[src/rtl/lane_pack_pkg.sv]
package lane_pack_pkg;
  localparam logic [7:0] HEAD_MARK = 8'hB5;
  localparam logic [7:0] TRAIL_MARK = 8'hE7;
  localparam int PAY_W = 24;
  localparam int CUT_W = 4;
  localparam int CNT_W = 16;

  typedef enum logic [1:0] {
    ST_IDLE,
    ST_HEAD,
    ST_DATA,
    ST_TRAIL
  } packState_t;

  typedef struct packed {
    logic showHead;
    logic showData;
    logic showTrail;
    logic popData;
    logic trailLoad;
    logic trailDone;
  } packStrobe_t;
endpackage

[src/rtl/lane_fifo.sv]
module lane_fifo #(
  parameter int WIDTH = 24,
  parameter int DEPTH = 4
) (
  input  logic             clk,
  input  logic             rstN,
  input  logic             push,
  input  logic [WIDTH-1:0] pushData,
  input  logic             pop,
  output logic [WIDTH-1:0] headData,
  output logic             empty,
  output logic             full
);
  localparam int AW = (DEPTH > 1) ? $clog2(DEPTH) : 1;

  logic [WIDTH-1:0] store [DEPTH];
  logic [AW-1:0] wrIdx, rdIdx;
  logic [AW:0] fill;

  function automatic logic [AW-1:0] bump(input logic [AW-1:0] idx);
    return (idx == AW'(DEPTH - 1)) ? '0 : idx + 1'b1;
  endfunction

  always_ff @(posedge clk) begin
    if (push) store[wrIdx] <= pushData;
  end

  always_ff @(posedge clk) begin
    if (!rstN) begin
      wrIdx <= '0;
      rdIdx <= '0;
      fill  <= '0;
    end else begin
      if (push) wrIdx <= bump(wrIdx);
      if (pop) rdIdx <= bump(rdIdx);
      fill <= fill + (AW+1)'(push) - (AW+1)'(pop);
    end
  end

  assign headData = store[rdIdx];
  assign empty = (fill == '0);
  assign full = (fill == (AW+1)'(DEPTH));

  AST_NO_OVERFLOW: assert property (@(posedge clk) disable iff (!rstN)
    push |-> !full);
  AST_NO_UNDERFLOW: assert property (@(posedge clk) disable iff (!rstN)
    pop |-> !empty);
endmodule

[src/rtl/pack_datapath.sv]
module pack_datapath
  import lane_pack_pkg::*;
#(
  parameter int NUM_LANES = 8,
  parameter int FIFO_DEPTH = 4
) (
  input  logic                         clk,
  input  logic                         rstN,
  input  logic [NUM_LANES-1:0]         laneValid,
  input  logic [NUM_LANES-1:0]         laneStart,
  input  logic [NUM_LANES*8-1:0]       laneBytes,
  input  packStrobe_t                  strobe,
  input  logic [$clog2(NUM_LANES)-1:0] servLane,
  output logic [NUM_LANES-1:0]         laneHas,
  output logic [31:0]                  wordOut
);
  localparam int SUM_W = $clog2(NUM_LANES + 1);
  localparam int WIDE_W = CUT_W + SUM_W;
  localparam logic [CUT_W-1:0] CUT_MAX = '1;

  logic [NUM_LANES-1:0] cutHit, ovfHit;
  logic [PAY_W-1:0] headArr [NUM_LANES];

  for (genvar g = 0; g < NUM_LANES; g++) begin : gLane
    logic [1:0] byteIdx;
    logic inRec;
    logic [15:0] gath;
    logic [7:0] byteIn;
    logic take, recDone, isFull, isEmpty, doPush, doPop;

    assign byteIn = laneBytes[g*8 +: 8];
    assign take = laneValid[g] && (laneStart[g] || inRec);
    assign recDone = take && !laneStart[g] && (byteIdx == 2'd3);
    assign cutHit[g] = laneValid[g] && laneStart[g] && inRec;
    assign doPush = recDone && !isFull;
    assign ovfHit[g] = recDone && isFull;
    assign doPop = strobe.popData && (servLane == g);
    assign laneHas[g] = !isEmpty;

    always_ff @(posedge clk) begin
      if (!rstN) begin
        byteIdx <= '0;
        inRec   <= 1'b0;
        gath    <= '0;
      end else if (take) begin
        if (laneStart[g]) begin
          inRec   <= 1'b1;
          byteIdx <= 2'd1;
        end else begin
          gath    <= {gath[7:0], byteIn};
          byteIdx <= byteIdx + 2'd1;
          if (byteIdx == 2'd3) inRec <= 1'b0;
        end
      end
    end

    lane_fifo #(.WIDTH(PAY_W), .DEPTH(FIFO_DEPTH)) uFifo (
      .clk(clk), .rstN(rstN), .push(doPush), .pushData({gath, byteIn}),
      .pop(doPop), .headData(headArr[g]), .empty(isEmpty), .full(isFull)
    );
  end

  logic [SUM_W-1:0] cutSum;
  always_comb begin
    cutSum = '0;
    for (int i = 0; i < NUM_LANES; i++) cutSum = cutSum + SUM_W'(cutHit[i]);
  end

  logic [CUT_W-1:0] cutCnt, trailCut, cutBase;
  logic [WIDE_W-1:0] cutWide;
  logic ovfFlag, trailOvf;
  logic [CNT_W-1:0] wordCnt, eventCnt;

  assign cutBase = strobe.trailLoad ? '0 : cutCnt;
  assign cutWide = WIDE_W'(cutBase) + WIDE_W'(cutSum);

  always_ff @(posedge clk) begin
    if (!rstN) begin
      cutCnt   <= '0;
      trailCut <= '0;
      ovfFlag  <= 1'b0;
      trailOvf <= 1'b0;
      wordCnt  <= '0;
      eventCnt <= '0;
    end else begin
      cutCnt  <= (cutWide > WIDE_W'(CUT_MAX)) ? CUT_MAX : cutWide[CUT_W-1:0];
      ovfFlag <= (ovfFlag && !strobe.trailLoad) || (|ovfHit);
      if (strobe.trailLoad) begin
        trailCut <= cutCnt;
        trailOvf <= ovfFlag;
      end
      if (strobe.trailDone) begin
        wordCnt  <= '0;
        eventCnt <= eventCnt + 1'b1;
      end else if (strobe.popData) begin
        wordCnt <= wordCnt + 1'b1;
      end
    end
  end

  always_comb begin
    wordOut = '0;
    if (strobe.showHead)
      wordOut = {HEAD_MARK, 8'h00, eventCnt};
    else if (strobe.showTrail)
      wordOut = {TRAIL_MARK, trailOvf, 3'b000, trailCut, wordCnt};
    else if (strobe.showData)
      wordOut = {4'h0, 4'(servLane), headArr[servLane]};
  end

  AST_CUT_MONO: assert property (@(posedge clk) disable iff (!rstN)
    !strobe.trailLoad |=> cutCnt >= $past(cutCnt));
endmodule

[src/rtl/pack_control.sv]
module pack_control
  import lane_pack_pkg::*;
#(
  parameter int NUM_LANES = 8
) (
  input  logic                         clk,
  input  logic                         rstN,
  input  logic                         eventEnd,
  input  logic                         outReady,
  input  logic [NUM_LANES-1:0]         laneHas,
  output packStrobe_t                  strobe,
  output logic [$clog2(NUM_LANES)-1:0] servLane,
  output logic                         outValid,
  output logic                         outCtl
);
  localparam int LANE_W = $clog2(NUM_LANES);

  packState_t state, stateNxt;
  logic closePend, anyData, curHas, accept;
  logic [LANE_W-1:0] ptr, ptrNext;

  assign anyData = |laneHas;
  assign curHas = laneHas[ptr];
  assign outCtl = (state == ST_HEAD) || (state == ST_TRAIL);
  assign outValid = outCtl || ((state == ST_DATA) && curHas);
  assign accept = outValid && outReady;
  assign ptrNext = (ptr == LANE_W'(NUM_LANES - 1)) ? '0 : ptr + 1'b1;
  assign servLane = ptr;

  always_comb begin
    strobe.showHead  = (state == ST_HEAD);
    strobe.showData  = (state == ST_DATA);
    strobe.showTrail = (state == ST_TRAIL);
    strobe.popData   = (state == ST_DATA) && curHas && outReady;
    strobe.trailLoad = (state == ST_DATA) && closePend && !anyData;
    strobe.trailDone = (state == ST_TRAIL) && outReady;
  end

  always_comb begin
    stateNxt = state;
    unique case (state)
      ST_IDLE:  if (anyData || closePend) stateNxt = ST_HEAD;
      ST_HEAD:  if (accept) stateNxt = ST_DATA;
      ST_DATA:  if (strobe.trailLoad) stateNxt = ST_TRAIL;
      ST_TRAIL: if (accept) stateNxt = ST_IDLE;
      default:  stateNxt = ST_IDLE;
    endcase
  end

  always_ff @(posedge clk) begin
    if (!rstN) begin
      state     <= ST_IDLE;
      closePend <= 1'b0;
      ptr       <= '0;
    end else begin
      state     <= stateNxt;
      closePend <= eventEnd || (closePend && !strobe.trailDone);
      if (state == ST_DATA && ((curHas && outReady) || (!curHas && anyData)))
        ptr <= ptrNext;
    end
  end

  AST_PTR_HOLD: assert property (@(posedge clk) disable iff (!rstN)
    (state == ST_DATA) && outValid && !outReady |=> $stable(ptr));
endmodule

[src/rtl/lane_packer.sv]
module lane_packer
  import lane_pack_pkg::*;
#(
  parameter int NUM_LANES = 8,
  parameter int FIFO_DEPTH = 4
) (
  input  logic                   clk,
  input  logic                   rstN,
  input  logic [NUM_LANES-1:0]   laneValid,
  input  logic [NUM_LANES-1:0]   laneStart,
  input  logic [NUM_LANES*8-1:0] laneBytes,
  input  logic                   eventEnd,
  input  logic                   outReady,
  output logic                   outValid,
  output logic [31:0]            outData,
  output logic                   outCtl
);
  packStrobe_t strobe;
  logic [$clog2(NUM_LANES)-1:0] servLane;
  logic [NUM_LANES-1:0] laneHas;

  pack_control #(.NUM_LANES(NUM_LANES)) uCtl (
    .clk(clk), .rstN(rstN), .eventEnd(eventEnd), .outReady(outReady),
    .laneHas(laneHas), .strobe(strobe), .servLane(servLane),
    .outValid(outValid), .outCtl(outCtl)
  );

  pack_datapath #(.NUM_LANES(NUM_LANES), .FIFO_DEPTH(FIFO_DEPTH)) uDp (
    .clk(clk), .rstN(rstN), .laneValid(laneValid), .laneStart(laneStart),
    .laneBytes(laneBytes), .strobe(strobe), .servLane(servLane),
    .laneHas(laneHas), .wordOut(outData)
  );

  AST_HOLD_STALL: assert property (@(posedge clk) disable iff (!rstN)
    outValid && !outReady |=> outValid && $stable(outData) && $stable(outCtl));
  AST_DATA_TOP_ZERO: assert property (@(posedge clk) disable iff (!rstN)
    outValid && !outCtl |-> outData[31:28] == 4'h0);
  AST_FRAME_MARK: assert property (@(posedge clk) disable iff (!rstN)
    outValid && outCtl |-> (outData[31:24] == HEAD_MARK) || (outData[31:24] == TRAIL_MARK));
endmodule

[config.mk]
export PLATFORM = sky130hd
export DESIGN_NAME = lane_packer
export DESIGN_NICKNAME = d
export VERILOG_FILES = /design/src/rtl/lane_pack_pkg.sv /design/src/rtl/lane_fifo.sv /design/src/rtl/pack_datapath.sv /design/src/rtl/pack_control.sv /design/src/rtl/lane_packer.sv
export SDC_FILE = /design/constraint.sdc
export NUM_CORES = 1
export LEC_CHECK = 0
export ABC_AREA = 1
export BUFFER_PORTS_ARGS = -buffer_cell sky130_fd_sc_hd__clkbuf_2
export CAP_MARGIN = 20
export CORE_AREA = 2 2 376 266
export CTS_CLUSTER_SIZE = 14
export DETAILED_ROUTE_END_ITERATION = 12
export DIE_AREA = 0 0 378 268
export PLACE_DENSITY = 0.65
export SYNTH_ARGS = -nofsm -noshare
export SYNTH_HDL_FRONTEND = slang
export SYNTH_SLANG_ARGS = --single-unit
[constraint.sdc]
create_clock -name clk -period 4.37 [get_ports clk]
set_input_delay 0.874 -clock clk [delete_from_list [all_inputs] [get_ports clk]]
set_output_delay 0.874 -clock clk [all_outputs]
set_load 0.05 [all_outputs]
## Yosys cells after proc, flatten, opt, wreduce, memory -nomap -nowiden

Memories as Yosys holds them, arrays and structs flattened. A register that Yosys moved wholly into a read port is not among the register bits.
Cells that the tools add are included.

- RAM bits: 768
- Bits of input ports: 84
- Bits in registers: 256
- Output and inout port bits: 34
- Memories kept: 8

Memory list:

| memory | words | width | read ports | clocked after Yosys merged registers in | wr ports | line | RTL |
|---|---|---|---|---|---|---|---|
| uDp.gLane[0].uFifo.store | 4 | 24 | 1 | 1 | 1 | lane_fifo.sv:16 | `logic [WIDTH-1:0] store [DEPTH];` |
| uDp.gLane[1].uFifo.store | 4 | 24 | 1 | 1 | 1 | lane_fifo.sv:16 |  |
| uDp.gLane[2].uFifo.store | 4 | 24 | 1 | 1 | 1 | lane_fifo.sv:16 |  |
| uDp.gLane[3].uFifo.store | 4 | 24 | 1 | 1 | 1 | lane_fifo.sv:16 |  |
| uDp.gLane[4].uFifo.store | 4 | 24 | 1 | 1 | 1 | lane_fifo.sv:16 |  |
| uDp.gLane[5].uFifo.store | 4 | 24 | 1 | 1 | 1 | lane_fifo.sv:16 |  |
| 2 more memories | n/a | n/a | n/a | n/a | n/a | n/a |  |

- Reduce and logical (&&, ||, !) cells: 155
- Order comparisons: 3
- Add/subtract/negate cells: 51
- Bitwise logic cells: 10
- Mux-type cells: 88
- Eq/ne operators: 46

Operators by type and width:

| cell | count |
|---|---|
| 2-to-1 mux 2 bit | 44 |
| logical AND 1 bit | 75 |
| binary-select mux 24 bit (select 3 bit) | 1 |
| 2-to-1 mux 32 bit | 2 |
| equality test 2 bit (second input constant) | 26 |
| adder 2 x 1 -> 2 bit (second input constant) | 24 |
| 2-to-1 mux 24 bit | 2 |
| equality test 3 bit (second input constant) | 12 |
| 2-to-1 mux 1 bit | 33 |
| adder 16 x 1 -> 16 bit (second input constant) | 2 |
| AND reduction 2 bit | 16 |
| logical NOT 1 bit | 28 |
| logical NOT 3 bit | 9 |
| 2-to-1 mux 27 bit | 1 |
| adder 3 x 1 -> 3 bit | 8 |
| adder 4 x 1 -> 4 bit | 6 |
| subtractor 3 x 1 -> 3 bit | 8 |
| nonzero test 2 bit | 8 |
| OR reduction 8 bit | 2 |
| logical OR 1 bit | 14 |
| inverter 1 bit | 9 |
| > comparator 8 x 4 -> 1 bit (second input constant) | 1 |
| 2-to-1 mux 4 bit | 2 |
| != test 2 x 1 -> 1 bit (second input constant) | 4 |
| other kinds (15) | 16 |

## Logic depth before layout (Yosys ltp)

- Depth after elaboration: 12
- Mapped depth: 17

## Modules after synthesis

From an unflattened synthesis, not the netlist that was laid out.

- Cell total of the unflattened synthesis: 4,245
- Area total of the unflattened synthesis: 44,704.1 um2

Modules (own cells, without submodules):

| module | area each (um2) | times used | cells each |
|---|---|---|---|
| lane_fifo | 4,324.1 | 8 | 339 |
| pack_datapath | 9,547.9 | 1 | 1,446 |
| pack_control | 563.0 | 1 | 87 |

## Worst setup path after synthesis

Ideal clock, no wire load.

- Path kind: input to register
- Start point: input laneValid[0]
- End point: register uDp.cutCnt[3]
- Stages on the path: 16
- Library setup time: 0.115 ns
- Data required time: 4.255 ns
- Data arrival time: 4.212 ns
- Setup slack: 0.042 ns
- Cell sequence: nand2_1 > nor2_1 > ha_1 > inv_1 > fa_1 > fa_1 > inv_1 > fa_1 > fa_1 > xor2_1 > ha_1 > a21oi_1 > nand2_1 > xor2_1 > o21ai_0 > inv_1

- Longest elaborated chain between the ends: 12

Ends and longest elaborated chain:

| item | line | RTL |
|---|---|---|
| start: declaration | lane_packer.sv:9 | `input logic [NUM_LANES-1:0] laneValid,` |
| logical AND 1 bit * (2 in series) | pack_datapath.sv:34 | `assign cutHit[g] = laneValid[g] && laneStart[g] && inRec;` |
| adder 1 x 1 -> 2 bit * | pack_datapath.sv:66 | `for (int i = 0; i < NUM_LANES; i++) cutSum = cutSum + SUM_W'(cutHit[i]);` |
| adder 4 x 1 -> 4 bit * (6 in series) | pack_datapath.sv:66 |  |
| adder 4 x 4 -> 5 bit * | pack_datapath.sv:75 | `assign cutWide = WIDE_W'(cutBase) + WIDE_W'(cutSum);` |
| > comparator 8 x 4 -> 1 bit | pack_datapath.sv:86 | `cutCnt <= (cutWide > WIDE_W'(CUT_MAX)) ? CUT_MAX : cutWide[CUT_W-1:0];` |
| 2-to-1 mux 4 bit * | pack_datapath.sv:86 |  |
| end signal: assignment | pack_datapath.sv:86 |  |
| end: declaration | pack_datapath.sv:69 | `logic [CUT_W-1:0] cutCnt, trailCut, cutBase;` |

Mark *: on every way between the ends. The rest lies on a longest branch, timed or not.
A chain may end at the register's enable or synchronous reset.

## Worst setup path in the final report

- Start point: register uCtl.ptr[0] (netlist: uCtl.servLane[0])
- End point: output outData[2]

- Longest elaborated chain between the ends: 7

Ends and longest elaborated chain:

| item | line | RTL |
|---|---|---|
| start: declaration | pack_control.sv:20 | `logic [LANE_W-1:0] ptr, ptrNext;` |
| start signal: assignment | pack_control.sv:59 | `ptr <= ptrNext;` |
| inverter 3 -> 4 bit (implied by the code) | pack_datapath.sv:108 | `wordOut = {4'h0, 4'(servLane), headArr[servLane]};` |
| binary-select mux 24 bit (select 3 bit) | pack_datapath.sv:108 |  |
| 2-to-1 mux 24 bit (implied by the code) (2 in series) | pack_datapath.sv:108 |  |
| 2-to-1 mux 27 bit | pack_datapath.sv:107 | `else if (strobe.showData)` |
| 2-to-1 mux 32 bit | pack_datapath.sv:105 | `else if (strobe.showTrail)` |
| 2-to-1 mux 32 bit | pack_datapath.sv:103 | `if (strobe.showHead)` |
| end: declaration | lane_packer.sv:15 | `output logic [31:0] outData,` |

Every way passes these cells. The select of a mux whose other input is x is not followed.

==> impl_table.tex <==
\begin{tabular}{lr}
\hline
Metric & Value \\
\hline
\multicolumn{2}{l}{\textbf{Place}} \\
\quad Standard cell area after detailed placement & 46,100 µm² \\
\quad Number of buffers inserted by port buffering & 116 \\
\quad HPWL after DPL & 73,600 µm \\
\quad Final Wtd Congestion & 0.942 \\
\quad Dpl cells & 5,625 \\
\multicolumn{2}{l}{\textbf{Timing}} \\
\quad Final setup violation count & 0 \\
\quad Final worst-path cycle share & 0.982 \\
\quad Maximum operating frequency & 233 MHz \\
\quad Number of max-slew violations in the final report & 0 \\
\quad Fin. Hold Viols & 0 \\
\quad Worst-case clock skew & 28.2 ps \\
\quad Final Critical Period & approximately 4300 ps \\
\quad Setup\_tns & 0 ps \\
\quad Worst Tran Pin Value & 1030 ps \\
\quad Relative slew margins & 0.314 \\
\quad RSZ-0062 raised after global routing & no \\
\multicolumn{2}{l}{\textbf{Global route}} \\
\quad Number of global-route vias before repair & between 20,000 and 30,000 \\
\quad Wire length of the first global-routing pass & 173,000 µm \\
\quad Number of antenna violations at the first check in global routing & 1 \\
\quad Total routing usage reported by global routing & 0.226 \\
\quad Maximum number of pins on one net before global-route repair & 177 \\
\quad Gr ovfl total & 0 \\
\multicolumn{2}{l}{\textbf{Power}} \\
\quad Total chip power & between 20,000 and 25,000 µW \\
\quad IR drop worst, VDD & between 0.4 and 0.5 mV \\
\quad Total leakage power & 0.0193 µW \\
\quad Areal power density over the cells & 422 nW/µm² \\
\multicolumn{2}{l}{\textbf{Drt}} \\
\quad Average via count per standard cell & 5.27 \\
\quad Antenna Violating Nets Remaining & 0 \\
\quad Final wirelength & 115,000 µm \\
\quad Average wire per cell in the routed design & 19.7 µm \\
\quad DRC violation count after routing & 0 \\
\quad Detailed Routing Iterations Pass 1 & 6 \\
\quad Routed vias & between 30,000 and 40,000 \\
\quad Detailed router's first-iteration violation count & around 3,100 \\
\multicolumn{2}{l}{\textbf{Final layout}} \\
\quad Fraction of final layout cells sized beyond drive strength 1 & 0.108 \\
\quad Most frequent cells in the layout & nand2\_1, edfxtp\_1, nor2\_1 \\
\quad Final Net Count & 4,587 \\
\quad Leading cell type in the layout, fill and taps excluded & nand2\_1 \\
\quad Fin cells & between 5,000 and 6,000 \\
\quad Total non-filler cell area in the finished layout & 49,300 µm² \\
\quad Utilization of the core after routing & 0.505 \\
\quad Final-layout fill cell count & slightly below 9,000 \\
\quad Ant diodes & 0 \\
\quad Area growth from synthesis to layout & 12.9\% \\
\multicolumn{2}{l}{\textbf{Worst setup path}} \\
\quad Source of the worst register-to-register timing path & uDp.gLane[1].inRec\$\_SDFFE\_PN0P\_ \\
\quad Endpoint kind of the worst setup timing path & output port \\
\quad Required @ worst endpoint & between 3000 and 4000 ps \\
\quad Arr. time, crit path & 3420 ps \\
\quad Top fanout value on the critical path & 99 \\
\quad Kind of start point of the critical path & flip-flop \\
\quad Classification of the worst setup path & flip-flop to output port \\
\quad Reg-to-reg setup timing slack & 270 ps \\
\quad Length in cells of the worst reg-to-reg path & 17 \\
\quad Terminus of the critical flop-to-flop path & uDp.cutCnt[3]\$\_SDFF\_PN0\_ \\
\multicolumn{2}{l}{\textbf{CTS}} \\
\quad Root buffer cell & clkbuf\_16 \\
\quad Number of clock buffers inserted by TritonCTS & slightly below 100 \\
\quad Worst skew pair latency & 690 ps \\
\quad CTS tree & built \\
\quad Number of H-tree levels & 3 \\
\quad Clock net sink count & 1,040 \\
\quad Hold\_buf cts & 0 \\
\quad Max Buffers Root-to-Sink & 3 \\
\quad Register clock-pin slew on the reported worst setup and hold paths & 60 ps \\
\multicolumn{2}{l}{\textbf{Synth}} \\
\quad Number of synthesized flops with an enable pin & 768 \\
\quad Cell count after synthesis & 4,296 \\
\quad Synthesized net count & between 4,000 and 5,000 \\
\quad Combinational family with the most area after synthesis & simple AND/OR/NAND/NOR gates \\
\quad Cell type contributing the most total cell area after synthesis & edfxtp\_1 \\
\quad Area contributors post-synth & edfxtp\_1, dfxtp\_1, nand2\_1 \\
\quad Avg Inst Size Synth & $\sim$10 µm² \\
\quad Share of synthesized area occupied by flip-flops and latches & 0.653 \\
\quad Synth Flop Type & edfxtp\_1 \\
\quad Post-synthesis xor/xnor area fraction & 0.00261 \\
\quad Post-Syn Area & roughly 44,000 µm² \\
\quad Synth Area in Compound Gates & 0.0567 \\
\quad Post-synth top area share & 0.528 \\
\quad Multiplexer area fraction after synthesis & 0 \\
\quad Fraction of the mapped netlist area in adder cells & 0.0298 \\
\quad Post-synth cell types & about 50 \\
\quad Area fraction in and, or, nand and nor cells after synthesis & 0.211 \\
\quad Register bit total from synthesis & 1,040 \\
\quad Synth async-reset ratio & 0 \\
\quad Yosys warning count & 0 \\
\multicolumn{2}{l}{\textbf{Die}} \\
\quad Area inside the core boundary & 97,500 µm² \\
\quad Number of standard-cell rows in the floorplan & 96 \\
\quad Effective utilization at floorplan & 0.448 \\
\quad Number of placed I/O pins & 118 \\
\quad DIE WIDTH & 378 µm \\
\quad Area enclosed by the die boundary & 101,000 µm² \\
\quad Die Ht & 268 µm \\
\multicolumn{2}{l}{\textbf{Status}} \\
\quad Result of the run & finished clean \\
\multicolumn{2}{l}{\textbf{Worst hold path}} \\
\quad HP Class & primary input to flip-flop \\
\quad Hold Crit Depth & 1 \\
\quad Worst hold path startpoint & laneBytes[43] \\
\quad Worst hold path endpoint & uDp.gLane[5].uFifo.store[1][3]\$\_DFFE\_PP\_ \\
\multicolumn{2}{l}{\textbf{Job}} \\
\quad Reported max-cap violation count & 0 \\
\hline
\end{tabular}
how the worst max path moves through the flow:
stage / endpoint / cells past startpoint / startpoint / slack [ps]
6_report: outData[2] / 8 / uCtl.servLane[0]$_SDFFE_PN0P_ / 80
4_1_cts: outData[3] / 12 / flip-flop / 9
3_5_place_dp: uDp.cutCnt[3]$_SDFF_PN0_ / 18 / laneStart[0] / -410
5_1_grt: uDp.cutCnt[3]$_SDFF_PN0_ / 17 / uDp.gLane[0].inRec$_SDFFE_PN0P_ / 10
2_1_floorplan: uDp.cutCnt[3]$_SDFF_PN0_ / 16 / laneValid[0] / 40
3_3_place_gp: uDp.cutCnt[3]$_SDFF_PN0_ / 18 / laneValid[1] / -430
synth_stat cells (4+ instances only):
master    instances
nand2_1         947
edfxtp_1        768
nor2_1          655
nand3_1         513
o21ai_0         282
dfxtp_1         272
inv_1           226
a21oi_1         126
buf_2           107
clkbuf_1         89
ha_1             83
nand4_1          30
buf_4            20
o22ai_1          19
nor3_1           14
fa_1             13
o21ai_1          13
inv_2            12
or2_2            12
buf_1            11
xor2_1           11
clkinv_1         10
o211ai_1         10
a211oi_1          8
nor2_2            4
power breakdown:
group          leakage (µW)  internal [µW]  switching (µW)
logic               0.00856            506            1190
clock network       0.00153           4620            3730
registers           0.00926          10600             101
total                0.0193          15800            5020
final cells by class:
type                    instances  area [µm²]  area share
clock buffers                 136        2760      0.0559
clock inverters                49         379     0.00769
inverters                     249         946      0.0192
multi-input cells            2778       13200       0.268
flip-flops and latches       1040       28500       0.579
well taps                    1323        1660      0.0336
repair buffers                239        1820      0.0370
state kept, by name (all words and copies together) (netlist names), named ones only:
register	flops
uDp.gLane.uFifo.store	768
uDp.gLane.gath	128
uDp.gLane.uFifo.fill	24
uDp.eventCnt	16
uDp.gLane.byteIdx	16
uDp.gLane.uFifo.rdIdx	16
uDp.gLane.uFifo.wrIdx	16
uDp.wordCnt	16
uDp.gLane.inRec	8
uDp.cutCnt	4
uDp.trailCut	4
uCtl.servLane	3
uCtl.state	2
uCtl.closePend	1
uDp.ovfFlag	1
uDp.trailOvf	1
per-stage QoR:
step	worst slack [ps]	hold slack (ps)
2_1_floorplan	42.1	429
3_3_place_gp	-430	444
3_5_place_dp	-405	451
4_1_cts	9.11	381
5_1_grt	9.86	408
6_report	77.9	424
worst max-delay path, stage by stage, from the launching register on:
cell and delay, ps:
dfxtp_4 390, buf_12 490, nand3_1 380, nand2_1 190, nand2_1 60, nand3_1 170, nand3_1 260, a21oi_1 380
clkbuf_2 350
kinds of logic after synthesis:
group           Yosys count
simple gates           2195
flops                  1040
buf+inv                 478
compound gates          473
fa+ha+maj                96
xor+xnor                 13
other cells               1
metal layers:
| layer | routed length (µm) | part of all wire | up-vias | track usage |
|---|---|---|---|---|
| li1 | - | - | 14762 | - |
| met3 | 11200 | 0.098 | 156 | 0.0628 |
| met1 | 50400 | 0.44 | 14607 | 0.323 |
| met2 | 50700 | 0.44 | 1127 | 0.343 |
| met5 | 0 | 0 | - | 0 |
| met4 | 2330 | 0.020 | 0 | 0.0521 |
what timing repair did:
item,CTS,global route
gates resized for setup,0,15
endpoints found under the setup margin,0,21
buffers inserted,0,4
No activity file was read; power rests on OpenSTA's default activity.
